### src/rtl/p2s_pkg.sv
package p2s_pkg;

  // Shift-register operating mode, value as seen on the mode_sel pin.
  typedef enum logic {
    MODE_LOAD  = 1'b0,
    MODE_SHIFT = 1'b1
  } sr_mode_e;

endpackage

### src/rtl/p2s_in_latch.sv
module p2s_in_latch #(
  parameter int WIDTH = 8
) (
  input  logic             clk,
  input  logic             cap_en,
  input  logic [WIDTH-1:0] d,
  output logic [WIDTH-1:0] q
);

  // Holding stage has no reset: it must survive a shift-register clear.
  always_ff @(posedge clk) begin
    if (cap_en) begin
      q <= d;
    end
  end

endmodule

### src/rtl/p2s_shift_stage.sv
module p2s_shift_stage
  import p2s_pkg::*;
#(
  parameter int WIDTH = 8
) (
  input  logic             clk,
  input  logic             rst_n,
  input  logic             tick,
  input  sr_mode_e         mode,
  input  logic [WIDTH-1:0] par_d,
  input  logic             ser_d,
  output logic [WIDTH-1:0] q
);

  localparam int MSB = WIDTH - 1;

  logic [WIDTH-1:0] shifted;
  logic [WIDTH-1:0] nxt;

  // Stage 0 is fed from the serial pin, stage i from stage i-1.
  assign shifted = {q[MSB-1:0], ser_d};

  for (genvar i = 0; i < WIDTH; i++) begin : g_stage
    assign nxt[i] = (mode == MODE_LOAD) ? par_d[i] : shifted[i];
  end

  always_ff @(posedge clk or negedge rst_n) begin
    if (!rst_n) begin
      q <= '0;
    end else if (tick) begin
      q <= nxt;
    end
  end

endmodule

### src/rtl/latched_p2s_shifter.sv
module latched_p2s_shifter
  import p2s_pkg::*;
#(
  parameter int WIDTH = 8
) (
  input  logic             clk,
  input  logic             rst_n,
  input  logic             cap_en,
  input  logic [WIDTH-1:0] par_in,
  input  logic             sh_en,
  input  logic             mode_sel,
  input  logic             ser_in,
  output logic             ser_out
);

  localparam int MSB = WIDTH - 1;

  logic [WIDTH-1:0] hold_q;
  logic [WIDTH-1:0] sr_q;
  sr_mode_e         mode;

  assign mode = sr_mode_e'(mode_sel);

  p2s_in_latch #(.WIDTH(WIDTH)) u_hold (
    .clk    (clk),
    .cap_en (cap_en),
    .d      (par_in),
    .q      (hold_q)
  );

  p2s_shift_stage #(.WIDTH(WIDTH)) u_shift (
    .clk   (clk),
    .rst_n (rst_n),
    .tick  (sh_en),
    .mode  (mode),
    .par_d (hold_q),
    .ser_d (ser_in),
    .q     (sr_q)
  );

  assign ser_out = sr_q[MSB];

endmodule

### config.mk
export PLATFORM = sky130hd
export DESIGN_NAME = latched_p2s_shifter
export DESIGN_NICKNAME = d
export VERILOG_FILES = /design/src/rtl/p2s_pkg.sv /design/src/rtl/p2s_in_latch.sv /design/src/rtl/p2s_shift_stage.sv /design/src/rtl/latched_p2s_shifter.sv
export SDC_FILE = /design/constraint.sdc
export NUM_CORES = 1
export LEC_CHECK = 0
export ABC_CLOCK_PERIOD_IN_PS = 1550
export BUFFER_PORTS_ARGS = -buffer_cell sky130_fd_sc_hd__buf_2
export CORE_ASPECT_RATIO = 0.9
export CORE_MARGIN = 2
export CORE_UTILIZATION = 36
export DETAILED_ROUTE_END_ITERATION = 12
export PLACE_DENSITY = 0.67
export SLEW_MARGIN = 5
export SYNTH_ARGS = -nofsm -noshare
export SYNTH_HDL_FRONTEND = slang
export SYNTH_SLANG_ARGS = --single-unit
export TNS_END_PERCENT = 30
### constraint.sdc
create_clock -name clk -period 1.55 [get_ports clk]
set_clock_uncertainty 0.05 [all_clocks]
set_input_delay 0.0775 -clock clk [delete_from_list [all_inputs] [get_ports clk]]
set_output_delay 0.0775 -clock clk [all_outputs]
set_load 0.02 [all_outputs]
==> metrics, run 1 <==
critical path type=reg2out; CTS max path bufs=2; RSZ-0062 raised after global routing=no; highest-delay cell along the critical path=dfrtp_1; highest layer used for signal routing=met4; final hold viol count=0; ant diodes=0; routed length on met1=461 microns; VDD IR max=0.000630 V; Hold WS=0.0449 ns; fin crit share=61.7%; critical path startpoint category=flop; Worst Tran Pin Value=0.280 ns; initial antenna violation count=0; Total GRT Usage=11.2%; status=completed; clock sink count=16; fin nets=82; Seq cells post-synth=16; Vias=388; fillers=174; post-detail-place hpwl=659 microns; CTS clk-pin slew, worst paths=0.09 ns; Avg Cell Area, Syn=14.5 sq um; die height=43.5 microns; Setup violations, final=0; Root Buffer=clkbuf_4; PwrDens=1030 nW/um^2; WL/cell=10.8 microns; Leak Pwr=0.346 nW; minimum clock period=0.956 ns; TritonCTS clock tree=done; post-synthesis async set-or-reset flop share=50.0%; max-cap viol count=0; reg-to-reg slack, setup=0.73 ns; DR WL met2=433 microns; RePlAce Congestion=0.687; setup TNS=0 ns; Core Footprint=1650 sq um; Slew HR=81.3%; Worst setup EP type=primary output; Synth Flop Type=edfxtp_1; vias in the first global route=363; Via density=4.26; Synth area leader=edfxtp_1; initial drt markers=2; DR WL met3=70 microns; CTS H-Tree Depth=1; area grow syn2layout=30.3%; GRT overflow=0; row cnt=14; CTS buffer count=3; crit path buf inv count=1; slowest stage delay, CP=0.38 ns; FMAX=1050 MHz; worst-path fanout max=2; CP required=1.42 ns; Mapped Cells=43; Largest delay share family, worst path=flip-flops; Area contributors post-synth=edfxtp_1 (39%), dfrtp_1 (32%), mux2i_1 (13%), a21oi_1 (6.4%), buf_6 (3.6%); Antenna Violating Nets Remaining=0; number of synthesized flops with an enable pin=8; initial core utilization=37.8%; drt total wl=981 microns; largest net degree at the start of global routing=17; critical path cell sequence=buf_2; share of post-route cells with drive strength above 1=28.4%; port buffer count=14; Ports=15; post-synth top area share=38.6%; synth warn=0; DRC violations left=0; Finished Cell Area=812 sq um; synth cell count leaders=a21oi_1 (8), dfrtp_1 (8), edfxtp_1 (8), mux2i_1 (8), nor2_1 (6); Mapped Area=623 sq um; fraction of the yosys area taken by sequential cells=70.7%; Critical Path AT=0.83 ns; final slew viol count=0; DRT Pass-1 Iters=3; CTS resizes=0; Post-Syn Nets=57; Placed Area=696 sq um; Worst-Skew Late Latency=0.29 ns; first-pass GRT wire length=1510 microns; min-delay worst type=in2reg; die area=2080 sq um; Unique masters post-synth=8; Die X=47.9 microns
==> sequential cells by signal (all words and copies together), names as in the netlist <==
name and flops:
u_shift.q 8, u_hold.q 8
==> where the power goes <==
group	leakage [nW]	switching, W	internal (W)	total (W)
sequential	0.166	0.0000218	0.000494	0.000516
clock	0.0154	0.000128	0.0000936	0.000222
combinational	0.165	0.0000472	0.0000556	0.000103
==> path summary, 6_finish.rpt <==
check                      cells after the start                     start                        to
min                                            3                    ser_in  u_shift.q[0]$_DFFE_PN0P_
max in group asynchronous                      2                     rst_n  u_shift.q[0]$_DFFE_PN0P_
min in group asynchronous                      2                     rst_n  u_shift.q[6]$_DFFE_PN0P_
max                                            1  u_shift.q[7]$_DFFE_PN0P_                   ser_out
min reg2reg                                    2  u_shift.q[7]$_DFFE_PN0P_  u_shift.q[7]$_DFFE_PN0P_
max reg2reg                                    2  u_shift.q[3]$_DFFE_PN0P_  u_shift.q[4]$_DFFE_PN0P_
==> layout by cell type (no fill, tap or decap) <==
cell type	synthesis	layout
buf_2	0	14
edfxtp_1	8	8
a21oi_1	8	8
clkbuf_4	0	3
nor2_2	2	2
dlygate4sd3_1	0	9
nor2_1	6	6
dfrtp_1	8	8
clkinv_1	0	1
mux2i_1	8	8
==> repair_timing <==
action,CTS,global route
setup buffers,0,0
hold buffers,9,0
hold endpoints to repair,16,0
==> routing by layer <==
metal / vias to the layer above / track usage [%]
li1: 201 / -
met1: 170 / 13.4
met2: 15 / 16.5
met3: 2 / 6.25
met4: 0 / 4.86
met5: - / 0
==> stage by stage <==
stage | util (%) | total power [W] | worst slack [ns] | instances
2_1_floorplan | - | 0.000579 | 0.804 | 43
3_3_place_gp | 42.2 | 0.000608 | 0.768 | 78
3_5_place_dp | 42.2 | 0.000612 | 0.723 | 78
4_1_cts | 49.3 | 0.000853 | 0.578 | 91
5_1_grt | 49.3 | 0.000887 | 0.549 | 91
6_report | 49.3 | 0.000840 | 0.594 | 91
==> area by class of cell <==
class | count | area, sq um | share of cell area (%)
clock inverters | 1 | 3.75 | 0.462
clock buffers | 3 | 22.5 | 2.77
multi-input cells | 24 | 155 | 19.1
flip-flops and latches | 16 | 440 | 54.2
well taps | 24 | 30.0 | 3.70
repair buffers | 23 | 160 | 19.7
==> kinds of logic (layout without fill, tap and decap cells) <==
group | count (synthesis) | count (layout) | share of synthesized area [%]
flip-flops | 16 | 16 | 70.7
AO/OA/AOI/OAI | 8 | 8 | 6.43
multiplexers | 8 | 8 | 12.9
AND/OR/NAND/NOR | 8 | 8 | 5.62
buffers and inverters | 3 | 27 | 4.42
No activity file was read; power rests on OpenSTA's default activity.
==> run 2, diff against run 1 <==
--- a/config.mk
+++ b/config.mk
@@ -5,7 +5,8 @@
 export SDC_FILE = /design/constraint.sdc
 export NUM_CORES = 1
 export LEC_CHECK = 0
-export ABC_CLOCK_PERIOD_IN_PS = 1550
+export ABC_AREA = 1
+export ABC_CLOCK_PERIOD_IN_PS = 950
 export BUFFER_PORTS_ARGS = -buffer_cell sky130_fd_sc_hd__buf_2
 export CORE_ASPECT_RATIO = 0.9
 export CORE_MARGIN = 2
==> constraint.sdc (replaced) <==
create_clock -name clk -period 0.95 [get_ports clk]
set_clock_uncertainty 0.05 [all_clocks]
set_input_delay 0.0475 -clock clk [delete_from_list [all_inputs] [get_ports clk]]
set_output_delay 0.0475 -clock clk [all_outputs]
set_load 0.02 [all_outputs]
==> run 2 against run 1 <==
Effect of this change: worst setup slack worse by 0.56 ns; combinational power rose by 100%; sequential power rose by 62%; core utilization fell by 0.58 points; sequential share of layout area decreased by 6.1 points; cell count rose by 40%; cell area increased by 13%; global-route usage rose by 0.53 points; worst hold slack got worse by 0.0079 ns; die area is 11% higher; largest cell class unchanged.
==> metrics, run 2 <==
setup TNS=0 ns; final hold viol count=0; ant diodes=0; Total GRT Usage=11.8%; post-synthesis async set-or-reset flop share=50.0%; Synth area leader=edfxtp_1; Finished Cell Area=915 sq um; GRT overflow=0; Antenna Violating Nets Remaining=0; Regs by FF count=u_hold.q: 8 flops, u_shift.q: 8 flops; critical path type=reg2out; reg-to-reg slack, setup=0.17 ns; Placed Area=782 sq um; CTS H-Tree Depth=1; number of synthesized flops with an enable pin=8; initial core utilization=37.3%; Synth Flop Type=edfxtp_1; fraction of the yosys area taken by sequential cells=63.0%; CTS max path bufs=2; VDD IR max=0.000905 V; largest net degree at the start of global routing=10; die area=2310 sq um; Worst-Skew Late Latency=0.28 ns; Slew HR=85.8%; fin nets=117; crit path buf inv count=1; post-synth top area share=34.3%; first-pass GRT wire length=1830 microns; Setup violations, final=0; highest-delay cell along the critical path=dfrtp_1; GRT busiest layer=met2; commonest non-fill, non-tap cells in the layout=nand2_1 (29), buf_2 (13), dlygate4sd3_1 (10); Seq cells post-synth=16; Vias=502; worst-path fanout max=2; Area contributors post-synth=edfxtp_1 (34%), dfrtp_1 (29%), nand2_1 (16%), nand3_1 (5.7%), inv_1 (4.8%); Avg Cell Area, Syn=9.20 sq um; DRT Pass-1 Iters=2; Leak Pwr=0.475 nW; Mapped Area=699 sq um; Root Buffer=clkbuf_4; area grow syn2layout=30.8%; min-delay worst type=in2reg; Critical Path AT=0.81 ns; end point of the critical path=ser_out; Post-Syn Nets=90; CTS clk-pin slew, worst paths=0.09 ns; post-detail-place hpwl=702 microns; Largest delay share family, worst path=flip-flops; Ports=15; CP required=0.85 ns; initial drt markers=6; FMAX=1100 MHz; Reg-to-Reg Start=u_hold.q[3]$_DFFE_PP_; most common cell in the netlist=nand2_1; row cnt=15; Via density=3.95; Worst Tran Pin Value=0.213 ns; most common cell after layout, fill and taps aside=nand2_1; clock sink count=16; RePlAce Congestion=0.786; vias in the first global route=445; Die X=50.5 microns; Mapped Cells=76; Unique masters post-synth=10; initial antenna violation count=0; CP Depth=1; R2R Path End=u_shift.q[3]$_DFFE_PN0P_; fin crit share=96.0%; Core Footprint=1880 sq um; status=completed; postcts setup bufs=0; Worst setup EP type=primary output; CTS buffer count=3; critical path cell sequence=buf_6; share of post-route cells with drive strength above 1=28.4%; PwrDens=1530 nW/um^2; GR Util met1=11.8%; TritonCTS clock tree=done; final slew viol count=0; DRC violations left=0; max-cap viol count=0; critical path launch point=u_shift.q[7]$_DFFE_PN0P_; RSZ-0062 raised after global routing=no; met3 Usage GRT=7.24%; port buffer count=14; slowest stage delay, CP=0.40 ns; WL/cell=8.39 microns; GR Util met2=20.0%; Worst R2R Path Depth=4; fillers=191; die height=45.8 microns; critical path startpoint category=flop; synth cell count leaders=nand2_1 (29), inv_1 (9); synth warn=0; minimum clock period=0.912 ns; drt total wl=1070 microns
[run 2: cell types whose count changed in the layout (fill, tap and decap cells not counted), sizes merged]
cell | previous run | this run
nand2 | 0 | 32
nor2 | 8 | 0
nand3 | 0 | 8
clkbuf | 3 | 4
dlygate4sd3 | 9 | 10
mux2i | 8 | 0
a21oi | 8 | 0
inv | 0 | 18
clkinv | 1 | 0
[run 2: metal layers]
layer | vias to the layer above | wire length, microns
met4 | 0 | 0
li1 | 276 | -
met5 | - | 0
met2 | 17 | 486
met1 | 209 | 492
met3 | 0 | 86
[run 2: power breakdown]
group          switching [W]  total, W  internal [W]  leakage, nW
registers          0.0000326  0.000835      0.000802        0.175
logic               0.000105  0.000207      0.000101        0.286
clock network       0.000198  0.000361      0.000163       0.0150
total               0.000336   0.00140       0.00107        0.475
[run 2: worst min path at each step]
stage	start	to	slack, ns	cells past startpoint
after floorplan	rst_n	u_shift.q[0]$_DFFE_PN0P_	-0.30	0
after global placement	rst_n	u_shift.q[2]$_DFFE_PN0P_	-0.15	1
after detailed placement	rst_n	u_shift.q[7]$_DFFE_PN0P_	-0.15	1
after CTS	sh_en	u_shift.q[4]$_DFFE_PN0P_	0.02	3
after global routing	sh_en	u_shift.q[7]$_DFFE_PN0P_	0.03	3
final	cap_en	u_hold.q[5]$_DFFE_PP_	0.04	1
[run 2: kinds of logic (layout without fill, tap and decap cells)]
| group | Yosys count | after routing | share of synthesized area [%] |
|---|---|---|---|
| and+or+nand+nor | 40 | 40 | 24.0 |
| DFF | 16 | 16 | 63.0 |
| buffers and inverters | 20 | 46 | 13.1 |
[run 2: per-stage QoR]
stage | hold slack, ns | util (%) | total power (W) | std cells | worst slack, ns
global route | 0.0320 | 48.7 | 0.00149 | 127 | 0.00933
detailed placement | -0.147 | 41.7 | 0.00102 | 113 | 0.186
floorplan | -0.298 | - | 0.000963 | 76 | 0.219
CTS | 0.0215 | 48.4 | 0.00142 | 127 | 0.00999
finish | 0.0370 | 48.7 | 0.00140 | 127 | 0.0378
global placement | -0.154 | 41.7 | 0.00101 | 113 | 0.206
[run 2: final cells by class]
| cell class | count | area [sq um] | area share, % |
|---|---|---|---|
| multi-input cells | 40 | 168 | 18.3 |
| flip-flops and latches | 16 | 440 | 48.2 |
| inverters | 18 | 72.6 | 7.93 |
| well taps | 25 | 31.3 | 3.42 |
| clock buffers | 4 | 26.3 | 2.87 |
| repair buffers | 24 | 176 | 19.3 |
[run 2: timing repair]
action / in CTS / in global routing
endpoints found under the setup margin: 0 / 1
hold endpoints to repair: 17 / 0
gates resized for setup: 0 / 2
hold buffers: 10 / 0
==> run 3, diff against run 2 <==
--- a/config.mk
+++ b/config.mk
@@ -5,7 +5,7 @@
 export SDC_FILE = /design/constraint.sdc
 export NUM_CORES = 1
 export LEC_CHECK = 0
-export ABC_AREA = 1
+export ABC_AREA = 0
 export ABC_CLOCK_PERIOD_IN_PS = 950
 export BUFFER_PORTS_ARGS = -buffer_cell sky130_fd_sc_hd__buf_2
 export CORE_ASPECT_RATIO = 0.9
==> run 3 against run 2 <==
Effect of this change: count of clock-buffer cells in the layout is 1 lower; core utilization is 0.35 points higher; die area is 10% lower; fmax is 0.26% higher; register-to-register slack hardly changed; cell area is 12% lower; clock power is 6.6% lower; cell count is 29% lower; sequential cell count stayed put; total power is 4.1% lower; combinational power is 19% lower.
==> metrics, run 3 (synthesis results as in run 1) <==
status=completed; setup TNS=0 ns; reg-to-reg slack, setup=0.16 ns; worst-path fanout max=2; minimum clock period=0.910 ns; RSZ-0062 raised after global routing=no; GR Util met2=16.5%; area grow syn2layout=29.7%; share of post-route cells with drive strength above 1=28.8%; die height=43.5 microns; ant diodes=0; port buffer count=14; first-pass GRT wire length=1620 microns; Critical Path AT=0.81 ns; Setup violations, final=0; Largest delay share family, worst path=flip-flops; multi-input gate area in the final layout=155 sq um; clock sink count=16; initial core utilization=37.8%; min-delay worst type=in2reg; GRT overflow=0; commonest non-fill, non-tap cells in the layout=buf_2 (14), dlygate4sd3_1 (9); Core Footprint=1650 sq um; max-cap viol count=0; fin crit share=95.8%; initial drt markers=2; drt total wl=973 microns; Regs by FF count=u_hold.q: 8 flops, u_shift.q: 8 flops; Worst Tran Pin Value=0.289 ns; Total GRT Usage=11.3%; RePlAce Congestion=0.661; FMAX=1100 MHz; largest net degree at the start of global routing=17; fin nets=82; critical path startpoint category=flop; vias in the first global route=391; most common cell after layout, fill and taps aside=buf_2; Root Buffer=clkbuf_4; die area=2080 sq um; FF/Latch Area=440 sq um; Die X=47.9 microns; DRC violations left=0; postcts setup bufs=0; GRT busiest layer=met2; met3 Usage GRT=2.50%; Worst-Skew Late Latency=0.27 ns; fin util=49.1%; CP required=0.85 ns; Leak Pwr=0.345 nW; Place WS=0.164 ns; TritonCTS clock tree=done; fillers=160; Vias=384; CTS H-Tree Depth=1; Via density=4.27; critical path type=reg2out; setup ws final=0.0402 ns; critical path cell sequence=buf_2; crit path buf inv count=1; PwrDens=1660 nW/um^2; WL/cell=10.8 microns; final hold viol count=0; DRT Pass-1 Iters=4; Ports=15; highest-delay cell along the critical path=dfrtp_1; CTS clk-pin slew, worst paths=0.09 ns; initial antenna violation count=0; Finished Cell Area=808 sq um; Slew HR=80.7%; GR Util met1=16.0%; final slew viol count=0; Antenna Violating Nets Remaining=0; CTS buffer count=3; Placed Area=696 sq um; slowest stage delay, CP=0.38 ns; row cnt=14; VDD IR max=0.000977 V; Worst setup EP type=primary output; CTS max path bufs=2
==> run 3: changes by cell type in the layout (fill, tap and decap cells not counted), moves of 2 or more <==
cell,before,now
nand2_1,29,0
inv_1,9,0
a21oi_1,0,8
inv_2,8,0
mux2i_1,0,8
nand3_1,8,0
nor2_1,0,6
nand2_2,3,0
nor2_2,0,2
==> run 3: power by group <==
group          internal, W  total (W)  switching, W
clock             0.000147   0.000337      0.000190
sequential        0.000806   0.000840     0.0000341
combinational    0.0000909   0.000168     0.0000775
total              0.00104    0.00135      0.000302
==> run 3: layout make-up <==
| cell class | instances | area share, % |
|---|---|---|
| multi-input combinational | 24 | 19.2 |
| clock buffer | 3 | 2.79 |
| tap | 24 | 3.72 |
| sequential | 16 | 54.5 |
| timing repair buffer | 23 | 19.8 |
==> run 3: repair_timing <==
item,CTS,global route
resized for setup,0,0
hold buffers,9,0
endpoints found under the hold margin,16,0
endpoints found under the setup margin,0,0
==> run 3: worst min-delay path: cells and delay by family <==
kind / cells / cell delay [ns]
buffers and inverters: 1 / 0.08
AOI/OAI and AO/OA: 1 / 0.14
muxes: 1 / 0.05
==> run 3: metal layers <==
layer | wire length [microns] | vias to the layer above | share of wire, %
met5 | 0 | - | 0
met4 | 7 | 0 | 0.72
met3 | 44 | 2 | 4.5
met2 | 436 | 14 | 45
met1 | 485 | 169 | 50
li1 | - | 199 | -
==> run 3: worst paths after layout <==
path | endpoint | depth (start not counted) | from
min in group asynchronous | u_shift.q[5]$_DFFE_PN0P_ | 2 | rst_n
setup reg to reg | u_shift.q[6]$_DFFE_PN0P_ | 2 | u_shift.q[5]$_DFFE_PN0P_
hold reg to reg | u_shift.q[4]$_DFFE_PN0P_ | 2 | u_shift.q[4]$_DFFE_PN0P_
setup / recovery | ser_out | 1 | u_shift.q[7]$_DFFE_PN0P_
max in group asynchronous | u_shift.q[0]$_DFFE_PN0P_ | 2 | rst_n
hold / removal | u_shift.q[0]$_DFFE_PN0P_ | 3 | ser_in
==> run 3: per-stage QoR <==
step	power, W	hold slack, ns	std cells
after floorplan	0.000944	-0.298	43
after global placement	0.000992	-0.152	78
after detailed placement	0.000998	-0.148	78
after CTS	0.00137	0.0194	90
after global routing	0.00142	0.0525	90
final	0.00135	0.0325	90
